`src/rtl/srsync_pkg.sv`:
```
package srsync_pkg;

    // Conditioning applied to one request before it reaches the flag
    typedef enum logic [1:0] {
        PATH_DIRECT  = 2'd0,
        PATH_SYNC    = 2'd1,
        PATH_CAPTURE = 2'd2
    } req_path_e;

    typedef enum logic {
        FLAG_LOW  = 1'b0,
        FLAG_HIGH = 1'b1
    } flag_state_e;

endpackage

```
`src/rtl/srsync_capture.sv`:
```
module srsync_capture (
    input  logic clk_i,
    input  logic srst_i,
    input  logic req_i,
    input  logic seen_i,
    output logic cap_o
);

    logic cap_q;

    // Raw request sets the register at once; cleared only on a clock edge
    always_ff @(posedge clk_i or posedge req_i) begin
        if (req_i) begin
            cap_q <= 1'b1;
        end else if (srst_i || seen_i) begin
            cap_q <= 1'b0;
        end
    end

    assign cap_o = cap_q;


    cap_hold_chk: assert property (@(posedge clk_i) disable iff (srst_i)
        (cap_q && !seen_i) |=> cap_q);


    cap_release_chk: assert property (@(posedge clk_i) disable iff (srst_i)
        (cap_q && seen_i && !req_i) |=> (!cap_q || req_i));

endmodule

```
`src/rtl/srsync_sync.sv`:
```
module srsync_sync #(
    parameter int STAGES = 2
) (
    input  logic clk_i,
    input  logic srst_i,
    input  logic d_i,
    output logic q_o
);

    localparam int LAST = STAGES - 1;

    logic [LAST:0] chain_q;

    generate
        if (STAGES == 1) begin : g_single
            always_ff @(posedge clk_i) begin
                if (srst_i) chain_q <= '0;
                else        chain_q <= d_i;
            end
        end else begin : g_multi
            always_ff @(posedge clk_i) begin
                if (srst_i) chain_q <= '0;
                else        chain_q <= {chain_q[LAST-1:0], d_i};
            end
        end
    endgenerate

    assign q_o = chain_q[LAST];

endmodule

```
`src/rtl/srsync_req_path.sv`:
```
module srsync_req_path
    import srsync_pkg::*;
#(
    parameter req_path_e PATH   = PATH_SYNC,
    parameter int        STAGES = 2
) (
    input  logic clk_i,
    input  logic srst_i,
    input  logic req_i,
    output logic req_s_o
);

    generate
        if (PATH == PATH_CAPTURE) begin : g_capture
            logic cap;
            logic synced;
            srsync_capture u_cap (
                .clk_i  (clk_i),
                .srst_i (srst_i),
                .req_i  (req_i),
                .seen_i (synced),
                .cap_o  (cap)
            );
            srsync_sync #(.STAGES(STAGES)) u_sync (
                .clk_i  (clk_i),
                .srst_i (srst_i),
                .d_i    (cap),
                .q_o    (synced)
            );
            assign req_s_o = synced;
        end else if (PATH == PATH_SYNC) begin : g_sync
            srsync_sync #(.STAGES(STAGES)) u_sync (
                .clk_i  (clk_i),
                .srst_i (srst_i),
                .d_i    (req_i),
                .q_o    (req_s_o)
            );
        end else begin : g_direct
            assign req_s_o = req_i;
        end
    endgenerate

endmodule

```
`src/rtl/srsync_flag_fsm.sv`:
```
module srsync_flag_fsm
    import srsync_pkg::*;
(
    input  logic clk_i,
    input  logic srst_i,
    input  logic set_i,
    input  logic clr_i,
    output logic flag_o,
    output logic rise_o,
    output logic fall_o
);

    flag_state_e state_q;
    flag_state_e state_d;
    logic        rise_q;
    logic        fall_q;

    // State register
    always_ff @(posedge clk_i) begin
        if (srst_i) state_q <= FLAG_LOW;
        else        state_q <= state_d;
    end

    // Transitions: clear has priority over set
    always_comb begin
        state_d = state_q;
        unique case (state_q)
            FLAG_LOW: begin
                if (set_i && !clr_i) state_d = FLAG_HIGH;   // ASSERT
            end
            FLAG_HIGH: begin
                if (clr_i) state_d = FLAG_LOW;              // RELEASE
            end
            default: state_d = FLAG_LOW;
        endcase
    end

    // Output strobes, registered so they line up with the new flag value
    always_ff @(posedge clk_i) begin
        if (srst_i) begin
            rise_q <= 1'b0;
            fall_q <= 1'b0;
        end else begin
            rise_q <= (state_q == FLAG_LOW)  && (state_d == FLAG_HIGH);
            fall_q <= (state_q == FLAG_HIGH) && (state_d == FLAG_LOW);
        end
    end

    assign flag_o = (state_q == FLAG_HIGH);
    assign rise_o = rise_q;
    assign fall_o = fall_q;


    clear_wins_chk: assert property (@(posedge clk_i) disable iff (srst_i)
        (set_i && clr_i) |=> !flag_o);


    rise_edge_chk: assert property (@(posedge clk_i) disable iff (srst_i)
        rise_o |-> (flag_o && !$past(flag_o)));


    fall_edge_chk: assert property (@(posedge clk_i) disable iff (srst_i)
        fall_o |-> (!flag_o && $past(flag_o)));


    strobe_excl_chk: assert property (@(posedge clk_i) disable iff (srst_i)
        $onehot0({rise_o, fall_o}));

endmodule

```
`src/rtl/srsync_flag.sv`:
```
module srsync_flag
    import srsync_pkg::*;
#(
    parameter req_path_e SET_PATH    = PATH_CAPTURE,
    parameter req_path_e CLR_PATH    = PATH_SYNC,
    parameter int        SYNC_STAGES = 2
) (
    input  logic clk_i,
    input  logic srst_i,
    input  logic set_req_i,
    input  logic clr_req_i,
    output logic flag_o,
    output logic rise_o,
    output logic fall_o
);

    logic set_s;
    logic clr_s;

    srsync_req_path #(.PATH(SET_PATH), .STAGES(SYNC_STAGES)) u_set_path (
        .clk_i   (clk_i),
        .srst_i  (srst_i),
        .req_i   (set_req_i),
        .req_s_o (set_s)
    );

    srsync_req_path #(.PATH(CLR_PATH), .STAGES(SYNC_STAGES)) u_clr_path (
        .clk_i   (clk_i),
        .srst_i  (srst_i),
        .req_i   (clr_req_i),
        .req_s_o (clr_s)
    );

    srsync_flag_fsm u_fsm (
        .clk_i  (clk_i),
        .srst_i (srst_i),
        .set_i  (set_s),
        .clr_i  (clr_s),
        .flag_o (flag_o),
        .rise_o (rise_o),
        .fall_o (fall_o)
    );

endmodule

```
`config.mk`:
```
export PLATFORM = sky130hd
export DESIGN_NAME = srsync_flag
export DESIGN_NICKNAME = d
export VERILOG_FILES = /design/src/rtl/srsync_pkg.sv /design/src/rtl/srsync_capture.sv /design/src/rtl/srsync_sync.sv /design/src/rtl/srsync_req_path.sv /design/src/rtl/srsync_flag_fsm.sv /design/src/rtl/srsync_flag.sv
export SDC_FILE = /design/constraint.sdc
export NUM_CORES = 1
export LEC_CHECK = 0
export BUFFER_PORTS_ARGS = -buffer_cell sky130_fd_sc_hd__buf_2
export CAP_MARGIN = 20
export CORE_AREA = 3 3 40 42
export CTS_BUF_LIST = sky130_fd_sc_hd__clkbuf_8
export CTS_CLUSTER_DIAMETER = 60
export CTS_CLUSTER_SIZE = 30
export DETAILED_ROUTE_END_ITERATION = 12
export DIE_AREA = 0 0 43 45
export SKIP_LAST_GASP = 1
export SLEW_MARGIN = 20
export SYNTH_ARGS = -nofsm -noshare
export SYNTH_HDL_FRONTEND = slang
export SYNTH_HIERARCHICAL = 1
export SYNTH_SLANG_ARGS = --single-unit
export TNS_END_PERCENT = 5
```
`constraint.sdc`:
```
create_clock -name clk_i -period 0.8 [get_ports clk_i]
set_input_delay 0.12 -clock clk_i [delete_from_list [all_inputs] [get_ports clk_i]]
set_output_delay 0.12 -clock clk_i [all_outputs]
set_load 0.03 [all_outputs]
```
Word-level counts from Yosys, hierarchy flattened
Index checks and enable logic that the tools add are counted.

Word-level logic and storage cells: 16. Bits of input ports: 4. Bits in registers: 8.

Reduce and logical (&&, ||, !) cells: 5. Mux-type cells: 3. Bitwise operators: 2.

Operator list (number): $logic_and A1 B1 Y1 (3); $mux W1 (2); $not A1 Y1 (2); $pmux W1 S2 (1); $logic_not A1 Y1 (1); $logic_or A1 B1 Y1 (1).

Depth between registers and ports, before layout
Depth in word-level cells: 6. Gate-level depth with buffers: 2.

Modules after synthesis
The synthesis kept the hierarchy.

Modules (own cells, without submodules): srsync_sync (cells each 4, area each 52.6 µm², times used 2); srsync_flag_fsm (cells each 8, area each 91.3 µm², times used 1); srsync_capture (cells each 3, area each 42.5 µm², times used 1).

Least setup slack after synthesis
No wires, ideal clock.

Path kind: register to register. From: register u_fsm.state_q, in the netlist u_fsm/flag_o. To: register u_fsm.state_q, in the netlist u_fsm/flag_o. Stages on the path, launching flop included: 3. Path buffers: 0. Arrival: 718 ps. Library setup time: 78 ps. Path slack: 4 ps. Cell sequence: dfxtp_1 nor2_1 nor3_1.

Cells in the longest elaborated chain, start to end: 2.

RTL lines: from (decl) (line srsync_flag_fsm.sv:13) `flag_state_e state_q;`; from (signal assigned) (line srsync_flag_fsm.sv:21) `else state_q <= state_d;`; $not A1 Y1 (line srsync_flag_fsm.sv:27) `unique case (state_q)`; $pmux W1 S2 * (line srsync_flag_fsm.sv:27).

Mark *: on every way between the ends. The rest lies on a longest branch, timed or not. A chain may end at the register's enable or synchronous reset.

Final worst setup path
From: register u_fsm.state_q, in the netlist u_fsm/flag_o. To: output flag_o.

RTL lines: to (decl) (line srsync_flag.sv:12) `output logic flag_o,`.

No word-level cell between the ends.

==> summary.txt <==
Synthesis
  – Distinct cell type count of the synthesized netlist: 9
  – Post-Synthesis Mean Instance Area: 12.6 um^2
  – Area of the mapped netlist: 239 um^2
  – Number of nets in the synthesized netlist: 23
  – Sequential area share after synthesis: between 60% and 70%
  – Cell types with the largest area share after synthesis: sky130_fd_sc_hd__dfxtp_1 (59%), sky130_fd_sc_hd__dfstp_2 (11%), sky130_fd_sc_hd__nor2b_1 (10%), sky130_fd_sc_hd__nor4b_2 (6.3%), sky130_fd_sc_hd__nor3b_2 (5.2%)
  – Library cell occupying the most area in the post-synthesis netlist: sky130_fd_sc_hd__dfxtp_1
  – Number of cells produced by synthesis: 19
  – Proportion of netlist area held by the largest area contributor: 58.6%
  – Warning count from the yosys run: 6
  – Number of flip-flops and latches in the synthesized netlist: 8

Critical path
  – Worst endpoint data arrival time: 710 ps
  – Critical path endpoint: flag_o
  – Family with the most delay on the worst path: flip-flops
  – Reg2Reg Depth: 3
  – Reg2Reg Setup Slack: 80 ps
  – Buffers & Inverters on Critical Path: 1
  – Critical register-to-register path endpoint: u_fsm/flag_o
  – Startpoint Class: flop
  – Crit-path slowest cell: sky130_fd_sc_hd__dfxtp_4
  – Largest fanout on the critical path: 3
  – Slowest cell delay on critical path: 350 ps
  – Worst r2r src: u_fsm/flag_o
  – Endpoint kind of the worst setup timing path: output pin
  – CP cell instances: buf_6
  – Total number of cells along the worst setup path: 1
  – Kind of critical path: flop to output pin
  – Start point of the critical path: u_fsm/flag_o
  – Endpoint required time on the critical path: 680 ps

Global routing
  – Grt total ovfl: 0
  – Maximum number of pins on one net before global-route repair: 9
  – Number of antenna violations at the first check in global routing: 0
  – Global-route wire length before repair: approximately 660 um
  – Global-route usage over all layers: under 10%
  – Via count of the first global-routing pass: 163

Timing
  – WHS: 97.7 ps
  – Pin slew with the least headroom to its limit: 196 ps
  – Worst Setup Slack, final: -25.6 ps
  – F_max: 1210 MHz
  – Max Clock Skew: 3.34 ps
  – Unrepaired setup endpoints after global routing: yes
  – Fin. Hold Viols: 0
  – Setup total negative slack: -48.7 ps
  – Finish-stage setup viols: 2
  – Max Transition Viols Final: 0
  – Period utilization: 103%
  – Worst max-slew margin expressed relative to the limit: just under 90%
  – Min Clock Period, post-route: between 800 and 900 ps

Cells and area
  – Syn-to-layout area delta: 51.8%
  – Layout cell share with drive strength beyond 1: 45.2%
  – Number of standard cells in the layout, taps in and fillers out: 46
  – Number of nets at the end of the flow: 36
  – Cell area after layout: 363 um^2
  – Antenna cells: 0
  – Final core occ: 28.2%

Placed design
  – Count of port buffers added during placement: 6
  – Final weighted congestion in routability-driven placement: 0.579
  – Pre-CTS setup slack: a little over 80 ps
  – Cell Count Post-Placement: 40
  – Placement Cell Area: 288 um^2

Floorplan
  – Core region area: around 0.0013 mm^2
  – Number of placement rows: 13
  – Top Ports: 7
  – Overall die width: 43 um
  – Full die area: 0.00194 mm^2
  – Vert. Die Dim: around 45 um
  – Starting utilization of the core area: a little under a fifth

Job
  – Number of violations of the max-capacitance limit: 0

Clock network
  – CTS sink cnt: 8
  – TritonCTS Buffers: 3
  – CTS root buf: sky130_fd_sc_hd__clkbuf_8
  – Maximum root-to-sink buffer count: 2
  – CTS tree: done
  – CTS H-tree lvls: 1
  – Skew-Pair Late Insertion Delay: 230 ps
  – CTS clock-pin slew for the worst setup and hold paths: around 40 ps

Worst hold path
  – Worst Hold Class: primary input to flop

Routing
  – Antenna violation net count after detailed routing: 0
  – Routed vias/inst: 3.67
  – First-iteration detailed-routing DRC count: 2
  – Detailed-route via count: between 150 and 200
  – Remaining routing DRC violations: 0
  – Average wire per standard cell: approximately 8.0 um
  – Drt total wl: 368 um
  – Iteration count of the initial detailed-routing pass: 2

Pwr
  – Leak Pwr: 0.158 nW
  – Worst vdd ir: 1.30 mV
  – Tot Pwr: roughly 0.9 mW
  – Total power density per cell area: 2520 mW/mm^2

Status
  – Result of the run: finished with violations
  – Violated checks: negative setup slack
[power breakdown]
| group | total, mW | switching, mW | internal, mW | leakage [nW] |
|---|---|---|---|---|
| registers | 0.405 | 0.00214 | 0.403 | 0.0679 |
| clock network | 0.491 | 0.158 | 0.332 | 0.0269 |
| logic | 0.0206 | 0.00942 | 0.0111 | 0.0630 |
[cells by family (layout without fill, tap and decap cells)]
group,Yosys count,count (layout),share of synthesized area [%]
simple gates,10,10,28.8
flops,8,8,69.6
buf+inv,1,13,1.57
[flip-flops by register name, summed over array words and instances (netlist names)]
name / cells
u_fsm/flag_o: 1
u_fsm/fall_o: 1
u_set_path/g_capture.u_cap/cap_o: 1
u_clr_path/g_sync.u_sync/chain_q: 2
u_set_path/g_capture.u_sync/chain_q: 2
u_fsm/rise_o: 1
[synth_stat cells]
library cell,number
sky130_fd_sc_hd__nor2_1,2
sky130_fd_sc_hd__dfstp_2,1
sky130_fd_sc_hd__nor3b_2,1
sky130_fd_sc_hd__dfxtp_1,7
sky130_fd_sc_hd__nor3_1,1
sky130_fd_sc_hd__nor2b_1,4
sky130_fd_sc_hd__inv_1,1
sky130_fd_sc_hd__nand2_1,1
sky130_fd_sc_hd__nor4b_2,1
[worst min-delay path by stage]
stage | startpoint | to | slack (ps) | depth (start not counted)
CTS | clr_req_i | u_clr_path/g_sync.u_sync/chain_q[0] | 100 | 2
detailed placement | set_req_i | u_set_path/g_capture.u_cap/cap_o | 120 | 2
finish | clr_req_i | u_clr_path/g_sync.u_sync/chain_q[0] | 100 | 2
floorplan | set_req_i | u_set_path/g_capture.u_cap/cap_o | 10 | 1
global placement | set_req_i | u_set_path/g_capture.u_cap/cap_o | 120 | 2
global route | clr_req_i | u_clr_path/g_sync.u_sync/chain_q[0] | 120 | 2
[layer usage]
| metal | vias up | track usage (%) | routed length, um |
|---|---|---|---|
| met5 | - | 0 | 0 |
| met4 | 0 | 3.61 | 0 |
| met3 | 0 | 5.98 | 63 |
| met2 | 10 | 5.99 | 131 |
| met1 | 75 | 5.62 | 172 |
| li1 | 84 | - | - |
[area by class of cell]
| cell class | instances | area [um^2] |
|---|---|---|
| clock buffer | 3 | 41.3 |
| clock inverter | 1 | 3.75 |
| fill | 132 | 922 |
| inverter | 1 | 3.75 |
| multi-input combinational | 10 | 68.8 |
| sequential | 8 | 170 |
| tap | 15 | 18.8 |
| timing repair buffer | 8 | 56.3 |
[timing repair]
item / in CTS / in global routing
gates resized for setup: 4 / 2
cloned: 0 / 0
endpoints found under the setup margin: 3 / 3
hold buffers: 1 / 0
hold endpoints to repair: 1 / 0
buffers inserted: 1 / 0
pin swaps: 0 / 0
[placed cells by master, fill, tap and decap left out]
| cell | instances |
|---|---|
| sky130_fd_sc_hd__dlygate4sd3_1 | 1 |
| sky130_fd_sc_hd__nand2_1 | 1 |
| sky130_fd_sc_hd__buf_6 | 1 |
| sky130_fd_sc_hd__nor2b_1 | 4 |
| sky130_fd_sc_hd__nor2_1 | 2 |
| sky130_fd_sc_hd__buf_2 | 4 |
| sky130_fd_sc_hd__dfxtp_4 | 1 |
| sky130_fd_sc_hd__dfxtp_1 | 6 |
| sky130_fd_sc_hd__buf_4 | 2 |
| sky130_fd_sc_hd__dfstp_2 | 1 |
| sky130_fd_sc_hd__nor4b_2 | 1 |
| sky130_fd_sc_hd__clkbuf_8 | 3 |
| sky130_fd_sc_hd__nor3b_2 | 1 |
| sky130_fd_sc_hd__inv_1 | 2 |
| sky130_fd_sc_hd__nor3_1 | 1 |
(Power assumes the default switching activity.)
